===== config.mk =====
export PLATFORM = sky130hd
export DESIGN_NAME = xor_chain_engine
export DESIGN_NICKNAME = d
export VERILOG_FILES = /design/src/rtl/xeng_pkg.sv /design/src/rtl/xeng_byte_swap.sv /design/src/rtl/xeng_src_pick.sv /design/src/rtl/xeng_accum.sv /design/src/rtl/xor_chain_engine.sv
export SDC_FILE = /design/constraint.sdc
export NUM_CORES = 1
export LEC_CHECK = 0
export BUFFER_PORTS_ARGS = -buffer_cell sky130_fd_sc_hd__buf_2
export CORE_MARGIN = 2
export CORE_UTILIZATION = 60
export CTS_CLUSTER_DIAMETER = 80
export DETAILED_ROUTE_END_ITERATION = 8
export PLACE_DENSITY = 0.76
export SLEW_MARGIN = 40
export SYNTH_ARGS = -nofsm -noshare
export SYNTH_HDL_FRONTEND = slang
export SYNTH_SLANG_ARGS = --single-unit

===== constraint.sdc =====
create_clock -name clk -period 10.9 [get_ports clk]
set_input_delay 0.545 -clock clk [delete_from_list [all_inputs] [get_ports clk]]
set_output_delay 0.545 -clock clk [all_outputs]
set_load 0.01 [all_outputs]

===== src/rtl/xeng_pkg.sv =====
`timescale 1ns/1ps
package xeng_pkg;
  localparam int WORD_W     = 32;
  // descriptor word offsets (in words)
  localparam int OFS_STATUS = 0;
  localparam int OFS_CMD    = 1;
  localparam int OFS_COUNT  = 2;
  localparam int OFS_DEST   = 3;
  localparam int OFS_NEXT   = 4;
  localparam int OFS_SRC0   = 5;
  localparam int OWN_BIT    = 31;
  localparam int EOD_BIT    = 31;

  localparam logic [2:0] MODE_XOR  = 3'd1;
  localparam logic [2:0] MODE_COPY = 3'd2;

  localparam logic [1:0] CH_IDLE   = 2'd0;
  localparam logic [1:0] CH_ACTIVE = 2'd1;
  localparam logic [1:0] CH_HALTED = 2'd2;

  typedef enum logic [2:0] {
    S_IDLE,
    S_FETCH_REQ,
    S_FETCH_RSP,
    S_CHECK,
    S_SRC_REQ,
    S_SRC_RSP,
    S_DST_WR,
    S_STAT_WR
  } seq_state_t;
endpackage


===== src/rtl/xeng_byte_swap.sv =====
`timescale 1ns/1ps
module xeng_byte_swap #(
  parameter int W = 32
) (
  input  logic         en,
  input  logic [W-1:0] din,
  output logic [W-1:0] dout
);
  localparam int NB = W / 8;
  logic [W-1:0] rev;

  for (genvar b = 0; b < NB; b++) begin : g_byte
    assign rev[8*b +: 8] = din[8*(NB-1-b) +: 8];
  end

  assign dout = en ? rev : din;
endmodule


===== src/rtl/xeng_src_pick.sv =====
`timescale 1ns/1ps
// Finds the lowest enabled source whose index is at least 'from'.
module xeng_src_pick #(
  parameter int N  = 8,
  parameter int IW = $clog2(N)
) (
  input  logic [N-1:0]  mask,
  input  logic [IW:0]   from,
  output logic          hit,
  output logic [IW-1:0] idx
);
  logic [N-1:0] elig;

  for (genvar i = 0; i < N; i++) begin : g_elig
    localparam logic [IW:0] POS = (IW+1)'(i);
    assign elig[i] = mask[i] && (POS >= from);
  end

  always_comb begin
    hit = |elig;
    idx = '0;
    for (int i = N - 1; i >= 0; i--) begin
      if (elig[i]) idx = IW'(i);
    end
  end
endmodule


===== src/rtl/xeng_accum.sv =====
`timescale 1ns/1ps
module xeng_accum #(
  parameter int W = 32
) (
  input  logic         clk,
  input  logic         rst_n,
  input  logic         clr,
  input  logic         fold,
  input  logic [W-1:0] din,
  output logic [W-1:0] acc
);
  always_ff @(posedge clk or negedge rst_n) begin
    if (!rst_n)    acc <= '0;
    else if (clr)  acc <= '0;
    else if (fold) acc <= acc ^ din;
  end
endmodule


===== src/rtl/xor_chain_engine.sv =====
`timescale 1ns/1ps
module xor_chain_engine
  import xeng_pkg::*;
#(
  parameter int ADDR_W    = 32,
  parameter int NUM_SRC   = 8,
  parameter int MIN_BYTES = 16
) (
  input  logic              clk,
  input  logic              rst_n,
  input  logic [2:0]        cfg_mode,
  input  logic              cfg_swap,
  input  logic              head_wr_en,
  input  logic [ADDR_W-1:0] head_wr_data,
  input  logic              start,
  output logic [ADDR_W-1:0] cur_desc,
  output logic [1:0]        chan_state,
  output logic              mem_req_valid,
  input  logic              mem_req_ready,
  output logic              mem_req_write,
  output logic [ADDR_W-1:0] mem_req_addr,
  output logic [31:0]       mem_req_wdata,
  input  logic              mem_rsp_valid,
  output logic              mem_rsp_ready,
  input  logic [31:0]       mem_rsp_data,
  output logic              evt_eod,
  output logic              evt_eoc,
  output logic              evt_stop
);
  localparam int DESC_WORDS = OFS_SRC0 + NUM_SRC;
  localparam int FIDX_W     = $clog2(DESC_WORDS);
  localparam int SIDX_W     = $clog2(NUM_SRC);
  localparam int WIDX_W     = WORD_W - 2;
  localparam logic [FIDX_W-1:0] FIDX_LAST = FIDX_W'(DESC_WORDS - 1);
  localparam logic [WORD_W-1:0] MIN_CNT   = WORD_W'(MIN_BYTES);

  seq_state_t          state_q;
  logic [ADDR_W-1:0]   cur_q, head_q;
  logic [2:0]          mode_q;
  logic                swap_q;
  logic [1:0]          chst_q;
  logic [FIDX_W-1:0]   fidx_q;
  logic [SIDX_W-1:0]   sidx_q;
  logic [WIDX_W-1:0]   widx_q;
  logic [WORD_W-1:0]   desc_q [DESC_WORDS];
  logic                eod_q, eoc_q, stop_q;

  // derived descriptor views
  logic [WORD_W-1:0]   fetched, stat_clr, stat_wb, acc;
  logic [WIDX_W-1:0]   nwords;
  logic [NUM_SRC-1:0]  src_mask;
  logic [FIDX_W-1:0]   src_slot;
  logic [ADDR_W-1:0]   woff, src_addr, dst_addr, next_addr;
  logic                mode_ok, short_cnt, next_zero, last_word;
  logic [SIDX_W:0]     pick_from;
  logic                pick_hit;
  logic [SIDX_W-1:0]   pick_idx;
  logic                acc_clr, acc_fold;

  xeng_byte_swap #(.W(WORD_W)) u_swap_in (
    .en(swap_q), .din(mem_rsp_data), .dout(fetched)
  );

  assign stat_clr = desc_q[OFS_STATUS] & ~(WORD_W'(1) << OWN_BIT);

  xeng_byte_swap #(.W(WORD_W)) u_swap_out (
    .en(swap_q), .din(stat_clr), .dout(stat_wb)
  );

  assign mode_ok   = (cfg_mode == MODE_XOR) || (cfg_mode == MODE_COPY);
  assign nwords    = desc_q[OFS_COUNT][WORD_W-1:2];
  assign short_cnt = desc_q[OFS_COUNT] < MIN_CNT;
  assign last_word = widx_q == (nwords - WIDX_W'(1));
  assign src_mask  = (mode_q == MODE_COPY) ? NUM_SRC'(1) : desc_q[OFS_CMD][NUM_SRC-1:0];
  assign src_slot  = FIDX_W'(OFS_SRC0) + FIDX_W'(sidx_q);
  assign woff      = ADDR_W'({widx_q, 2'b00});
  assign src_addr  = desc_q[src_slot][ADDR_W-1:0] + woff;
  assign dst_addr  = desc_q[OFS_DEST][ADDR_W-1:0] + woff;
  assign next_addr = desc_q[OFS_NEXT][ADDR_W-1:0];
  assign next_zero = next_addr == '0;

  // next source lookup: continue after current source, else restart at 0
  assign pick_from = (state_q == S_SRC_RSP) ? ({1'b0, sidx_q} + (SIDX_W+1)'(1)) : '0;

  xeng_src_pick #(.N(NUM_SRC), .IW(SIDX_W)) u_pick (
    .mask(src_mask), .from(pick_from), .hit(pick_hit), .idx(pick_idx)
  );

  assign acc_clr  = (state_q == S_CHECK) || (state_q == S_DST_WR && mem_req_ready);
  assign acc_fold = (state_q == S_SRC_RSP) && mem_rsp_valid;

  xeng_accum #(.W(WORD_W)) u_acc (
    .clk(clk), .rst_n(rst_n), .clr(acc_clr), .fold(acc_fold),
    .din(mem_rsp_data), .acc(acc)
  );

  // memory request stream
  always_comb begin
    mem_req_valid = 1'b0;
    mem_req_write = 1'b0;
    mem_req_addr  = '0;
    mem_req_wdata = '0;
    unique case (state_q)
      S_FETCH_REQ: begin
        mem_req_valid = 1'b1;
        mem_req_addr  = cur_q + ADDR_W'({fidx_q, 2'b00});
      end
      S_SRC_REQ: begin
        mem_req_valid = 1'b1;
        mem_req_addr  = src_addr;
      end
      S_DST_WR: begin
        mem_req_valid = 1'b1;
        mem_req_write = 1'b1;
        mem_req_addr  = dst_addr;
        mem_req_wdata = acc;
      end
      S_STAT_WR: begin
        mem_req_valid = 1'b1;
        mem_req_write = 1'b1;
        mem_req_addr  = cur_q;
        mem_req_wdata = stat_wb;
      end
      default: ;
    endcase
  end

  assign mem_rsp_ready = (state_q == S_FETCH_RSP) || (state_q == S_SRC_RSP);

  // chain sequencer
  always_ff @(posedge clk or negedge rst_n) begin
    if (!rst_n) begin
      state_q <= S_IDLE;
      cur_q   <= '0;
      head_q  <= '0;
      mode_q  <= MODE_XOR;
      swap_q  <= 1'b0;
      chst_q  <= CH_IDLE;
      fidx_q  <= '0;
      sidx_q  <= '0;
      widx_q  <= '0;
      eod_q   <= 1'b0;
      eoc_q   <= 1'b0;
      stop_q  <= 1'b0;
      for (int k = 0; k < DESC_WORDS; k++) desc_q[k] <= '0;
    end else begin
      eod_q  <= 1'b0;
      eoc_q  <= 1'b0;
      stop_q <= 1'b0;
      if (head_wr_en) head_q <= head_wr_data;

      unique case (state_q)
        S_IDLE: begin
          if (start && mode_ok) begin
            cur_q   <= head_q;
            mode_q  <= cfg_mode;
            swap_q  <= cfg_swap;
            fidx_q  <= '0;
            chst_q  <= CH_ACTIVE;
            state_q <= S_FETCH_REQ;
          end
        end
        S_FETCH_REQ: if (mem_req_ready) state_q <= S_FETCH_RSP;
        S_FETCH_RSP: begin
          if (mem_rsp_valid) begin
            desc_q[fidx_q] <= fetched;
            if (fidx_q == FIDX_LAST) begin
              state_q <= S_CHECK;
            end else begin
              fidx_q  <= fidx_q + FIDX_W'(1);
              state_q <= S_FETCH_REQ;
            end
          end
        end
        S_CHECK: begin
          if (short_cnt) begin
            chst_q  <= CH_HALTED;
            stop_q  <= 1'b1;
            state_q <= S_IDLE;
          end else begin
            widx_q <= '0;
            if (pick_hit) begin
              sidx_q  <= pick_idx;
              state_q <= S_SRC_REQ;
            end else begin
              state_q <= S_DST_WR;
            end
          end
        end
        S_SRC_REQ: if (mem_req_ready) state_q <= S_SRC_RSP;
        S_SRC_RSP: begin
          if (mem_rsp_valid) begin
            if (pick_hit) begin
              sidx_q  <= pick_idx;
              state_q <= S_SRC_REQ;
            end else begin
              state_q <= S_DST_WR;
            end
          end
        end
        S_DST_WR: begin
          if (mem_req_ready) begin
            if (last_word) begin
              state_q <= S_STAT_WR;
            end else begin
              widx_q <= widx_q + WIDX_W'(1);
              if (pick_hit) begin
                sidx_q  <= pick_idx;
                state_q <= S_SRC_REQ;
              end else begin
                state_q <= S_DST_WR;
              end
            end
          end
        end
        S_STAT_WR: begin
          if (mem_req_ready) begin
            eod_q <= desc_q[OFS_CMD][EOD_BIT];
            if (next_zero) begin
              eoc_q   <= 1'b1;
              stop_q  <= 1'b1;
              chst_q  <= CH_IDLE;
              state_q <= S_IDLE;
            end else begin
              cur_q   <= next_addr;
              fidx_q  <= '0;
              state_q <= S_FETCH_REQ;
            end
          end
        end
        default: state_q <= S_IDLE;
      endcase
    end
  end

  assign cur_desc   = cur_q;
  assign chan_state = chst_q;
  assign evt_eod    = eod_q;
  assign evt_eoc    = eoc_q;
  assign evt_stop   = stop_q;
endmodule


Word level (Yosys, flattened, before mapping)
Index checks and enable logic that the tools add are counted.
{ "classes": {"add_sub_neg": 8, "multipliers": 0, "div": 0, "magnitude_cmp": 12, "n_eq_ne": 25, "shifts": 0, "n_mux": 69, "bitwise_logic": 3, "reduce_logical": 34} }
{ "op_table": {"columns": ["op", "n"], "rows": [
  ["bitwise mux 416 bit", 1],
  ["two-way mux 32 bit", 10],
  ["binary-select mux 32 bit (select 4 bit)", 1],
  ["demux 32 bit (select 4 bit)", 1],
  ["case mux 32 bit (2 select lines)", 2],
  ["case mux 32 bit (4 select lines)", 1],
  ["two-way mux 30 bit", 3],
  ["two-way mux 3 bit", 22],
  ["adder 32 bit", 2],
  ["case mux 30 bit (2 select lines)", 1],
  ["adder 32 x 6 -> 32 bit", 1],
  ["logical NOT 32 bit", 1],
  ["< comparator 32 x 5 -> 1 bit, second input constant", 1],
  ["bitwise XOR 32 bit", 1],
  ["adder 30 x 1 -> 30 bit, second input constant", 1],
  ["equality test 30 bit", 1],
  ["subtractor 30 x 1 -> 30 bit, second input constant", 1],
  ["!= test 2 bit, second input constant", 13],
  ["two-way mux 4 bit", 6],
  ["case mux 3 bit (8 select lines)", 1],
  [">= comparator 3 x 4 -> 1 bit, first input constant", 4],
  ["equality test 3 x 2 -> 1 bit, second input constant", 4],
  ["equality test 3 bit, second input constant", 4],
  ["logical AND 1 bit", 12],
  ["other kinds (29)", 56]
]} }
{ "word_totals": {"ff_bits": 561, "latchBits": 0, "mem_bits_rw": 0, "mem_bits_ro": 0, "inputBits": 74, "output_inout_bits": 104, "wordCells": 177, "mem_count": 0} }

Longest topological paths before layout
{ "depth": {"ltp_word": 16, "depth_mapped": 23, "depth_no_buf": 19} }

Cells and area by module
Synthesis repeated with hierarchy kept, for this count alone.
{ "hier_totals": {"cells_unflattened": 2761, "area_unflattened_um2": 31928.1} }
{ "by_module_without_submodules": {"columns": ["module", "instances", "cells_each", "area_per_inst_um2", "seq_area_each_um2"], "rows": [
  ["xor_chain_engine", 1, 2518, 28945.3, 13238.9],
  ["xeng_accum", 1, 138, 1701.6, 800.8],
  ["xeng_byte_swap", 2, 36, 544.3, 0.0],
  ["xeng_src_pick", 1, 33, 192.7, 0.0]
]} }

Worst setup path after synthesis
OpenSTA, ideal clock, no wires.
{ "synth_path": {"path_kind": "flip-flop to output port", "startpoint": "register sidx_q[0]", "endpoint": "output mem_req_addr[30]", "t_arrival_ns": 5.429, "required_ns": 10.355, "path_slack_ns": 4.926, "stages_incl_launch_ff": 20, "path_buffers": 4, "path_cell_list": "dfrtp_1 > ha_1 > clkbuf_1 > buf_1 > clkbuf_1 > buf_1 > mux4_2 > a211oi_1 > o31ai_1 > ha_1 > a21o_1 > a311o_1 > a21o_1 > a2111oi_0 > o21ai_0 > a221o_1 > a221oi_1 > nor4b_1 > a221oi_1 > nand3_1"} }
{ "synth_between": {"elab_chain_cells": 7} }
{ "synth_lines": {"columns": ["element", "line", "text"], "rows": [
  ["start: declaration", "xor_chain_engine.sv:43", "logic [SIDX_W-1:0] sidx_q;"],
  ["start signal: assignment", "xor_chain_engine.sv:183", "sidx_q <= pick_idx;"],
  ["start signal: assignment", "xor_chain_engine.sv:194", "sidx_q <= pick_idx;"],
  ["start signal: assignment", "xor_chain_engine.sv:208", "sidx_q <= pick_idx;"],
  ["adder 3 x 3 -> 4 bit", "xor_chain_engine.sv:75", "assign src_slot = FIDX_W'(OFS_SRC0) + FIDX_W'(sidx_q);"],
  ["NOT 4 -> 5 bit (implied by the code)", "xor_chain_engine.sv:77", "assign src_addr = desc_q[src_slot][ADDR_W-1:0] + woff;"],
  ["binary-select mux 32 bit (select 4 bit)", "xor_chain_engine.sv:77", null],
  ["two-way mux 32 bit (implied by the code) (2 in a row)", "xor_chain_engine.sv:77", null],
  ["adder 32 bit", "xor_chain_engine.sv:77", null],
  ["case mux 32 bit (4 select lines)", "xor_chain_engine.sv:103", "unique case (state_q)"],
  ["end: declaration", "xor_chain_engine.sv:21", "output logic [ADDR_W-1:0] mem_req_addr,"]
]} }
Every way passes these cells. The select of a mux whose other input is x is not followed.

Worst setup path after layout
Same ends and word-level chain as after synthesis.

==> results.json <==
{
  "dp_worst_setup_slack_ns": 3.734,
  "slowest_delay_ns": 0.84,
  "cts_tree": "done",
  "ys_warn_count": 0,
  "fin_util": 0.6826,
  "setup_viol": 0,
  "layout_common_cells": "573 x nand2_1, 558 x dfrtp_1, 385 x o21ai_0",
  "power_density_nw_per_um2": 275.6,
  "vdd_drop_max_mv": 0.1669,
  "crit_required_ns": 10.36,
  "drcViolationCount": 0,
  "maxSlewViolCount": 0,
  "crit_buf_inv": 2,
  "grt_pass1_vias": 24650,
  "final_nets": 3383,
  "cp.arrival_ns": 7.32,
  "initial_core_util": 0.6083,
  "grt_pass1_wl_mm": 150.8,
  "pin_count": 178,
  "crit_family": "compound AO/OA/AOI/OAI gates",
  "hold_class": "in -> reg",
  "fin_crit_sh": 0.7215,
  "crit_chain": "ha_4, buf_4, mux4_2, nand2_1, nand2_1, o21ai_0, o21ai_0, ha_1, a21o_1, a311o_1, a21o_1, a2111oi_0, o21ai_0, a221o_1, a221oi_1, nor4b_1, a221oi_1, nand3_1, buf_2",
  "grt_start_max_net_pins": 111,
  "finalClockSkew_ns": 0.02392,
  "worstSetupPathType": "reg -> out",
  "yosysUniqueCellTypes": 81,
  "whs_ns": 0.1307,
  "synth_edf_count": 0,
  "synth_area_um2": 29840,
  "crit_path_frequent_cell": "o21ai_0",
  "routed_wl_mm": 99.74,
  "port_buffers": 177,
  "fmax_ghz": 0.1271,
  "synthesis.instances": 3220,
  "path_depth": 19,
  "max_slew_margin": 0.3290,
  "vias": 25961,
  "ant_nets": 0,
  "drive_above_1_share": 0.1641,
  "min_period_ns": 7.865,
  "cpMaxStageDelayCell": "ha_4",
  "hpwl_mm": 69.24,
  "synth_async_sr_flop_share": 1.000,
  "numCtsBuffers": 58,
  "ys_ff_latch": 561,
  "track_usage": 0.3937,
  "cp-end-kind": "primary output",
  "die_w_um": 227.0,
  "clock_latency_ns": 0.64,
  "drt-initial-drc-count": 3185,
  "cts_sinks": 561,
  "dieArea_um2": 51530,
  "cts.clk_slew.worst_paths_ns": 0.06,
  "avgRoutedWirePerCell_um": 25.03,
  "status": "complete, no violations",
  "tightest_slew_ns": 0.9980,
  "syn_nets": 3336,
  "reg2regPathDepth": 12,
  "post_cts.repair.setup_buffers": 0,
  "antenna_found_initial": 7,
  "instances_no_fill": 3984,
  "rsz0062_at_grt": "false",
  "clk_path_buf_depth": 3,
  "dp_cells": 3868,
  "final_common_cell": "nand2_1",
  "synth_area_per_cell_um2": 9.266,
  "placementRows": 81,
  "seq_area_frac_synth": 0.4706,
  "overflow": 0,
  "root_buffer": "clkbuf_16",
  "worst_slack_ns": 3.035,
  "core_um2": 49050,
  "max_cap_violations": 0,
  "fin_tns_setup_ns": 0,
  "first_pass_iters": 6,
  "holdPathStages": 2,
  "cts_htree_levels": 2,
  "hold_viol_final": 0,
  "power_leakage_nw": 14.78,
  "cp-start-kind": "flop",
  "cp_max_fo": 52,
  "synthFlopType": "dfrtp_1",
  "via_per_inst": 6.516,
  "die_h_um": 227.0,
  "syn2layout_area_growth_pct": 12.22,
  "globalplace.congestion": 0.9991
}
-- kinds of logic after synthesis --
logic type,count (synthesis),synth area share
AO/OA/AOI/OAI,840,0.1607
XOR/XNOR,107,0.03141
adder cells (fa/ha/maj),42,0.01812
buffers and inverters,302,0.03904
flip-flops,561,0.4706
multiplexers,202,0.1098
AND/OR/NAND/NOR,1166,0.1703
-- worst paths after layout --
kind / end / slack, ns / start
max: mem_req_addr[30] / 3.04 / sidx_q[0]$_DFFE_PN0P_
min: mode_q[0]$_DFFE_PN1P_ / 0.13 / cfg_mode[1]
max reg2reg: widx_q[28]$_DFFE_PN0P_ / 6.76 / desc_q[322]$_DFFE_PN0P_
min reg2reg: desc_q[175]$_DFFE_PN0P_ / 0.47 / desc_q[175]$_DFFE_PN0P_
max in group asynchronous: desc_q[404]$_DFFE_PN0P_ / 8.31 / rst_n
min in group asynchronous: head_q[27]$_DFFE_PN0P_ / 0.38 / rst_n
-- per-stage QoR --
stage	power [mW]	area [um^2]
3_3_place_gp	6.813	31140
2_1_floorplan	5.426	29840
5_1_grt	9.643	33470
6_report	9.228	33480
3_5_place_dp	6.963	31300
4_1_cts	9.101	33350
-- where the power goes --
part | switching (mW) | leakage (nW) | total [mW] | internal [mW]
clock | 0.857 | 1.02 | 2.14 | 1.28
combinational | 2.41 | 6.30 | 3.88 | 1.47
sequential | 0.732 | 7.47 | 3.21 | 2.48
total | 4.00 | 14.8 | 9.23 | 5.22
-- cells in the mapped netlist, types with 8 or more instances --
master    instances  area, um^2
mux4_2           95        2140
a31oi_1          46       287.8
o31ai_1           9       67.56
a211oi_1         14       105.1
and2_1           20       125.1
ha_1             40       500.5
a21oi_1         235        1176
a21o_1           39       292.8
xnor2_1          54       473.0
dfrtp_1         560       14010
nand2b_1         11       68.82
nor2_1          284        1066
inv_1            53       198.9
o22ai_1           8       50.05
nand4_1          26       162.7
a311oi_1         10       87.58
mux2i_1          70       700.7
a22oi_1          10       75.07
o211ai_1          8       60.06
nor2b_1          18       112.6
and3_1           13       81.33
clkbuf_1        209       784.5
nor3_1           32       160.2
mux2_2           35       394.1
buf_1            30       112.6
nand3_1         103       515.5
nand2_1         579        2173
o21ai_0         390        1952
nor4_1           22       137.6
or4_1             8       60.06
xor2_1           53       464.2
-- metal layers --
layer,vias to the layer above,global-route usage,share of wire,wire [um]
li1,11414,-,-,-
met2,1488,0.5942,0.44,44160
met4,8,0.2087,0.060,5942
met5,-,0,0.00045,45
met1,12732,0.5262,0.38,38360
met3,319,0.1051,0.11,11240
-- cell type report --
class | count | area [um^2]
fill | 3852 | 15570
multi-input combinational | 2357 | 14900
sequential | 561 | 14050
clock buffer | 85 | 1714
timing repair buffer | 236 | 1439
tap | 664 | 830.8
clock inverter | 23 | 340.3
inverter | 53 | 198.9
antenna | 5 | 12.51
-- flip-flops by register name (all words and copies together) (netlist names) --
signal      flops
sidx_q          3
desc_q        384
head_q         32
evt_eod         1
cur_desc       32
mode_q          3
u_acc.acc      32
widx_q         30
swap_q          1
state_q         3
evt_eoc         1
next_addr      32
chan_state      2
fidx_q          4
evt_stop        1
-- what timing repair did --
action                                 in CTS  in global routing
hold buffers                                0                  1
resized for setup                           0                  0
endpoints found under the hold margin       0                 38
No activity file was read; power rests on OpenSTA's default activity.
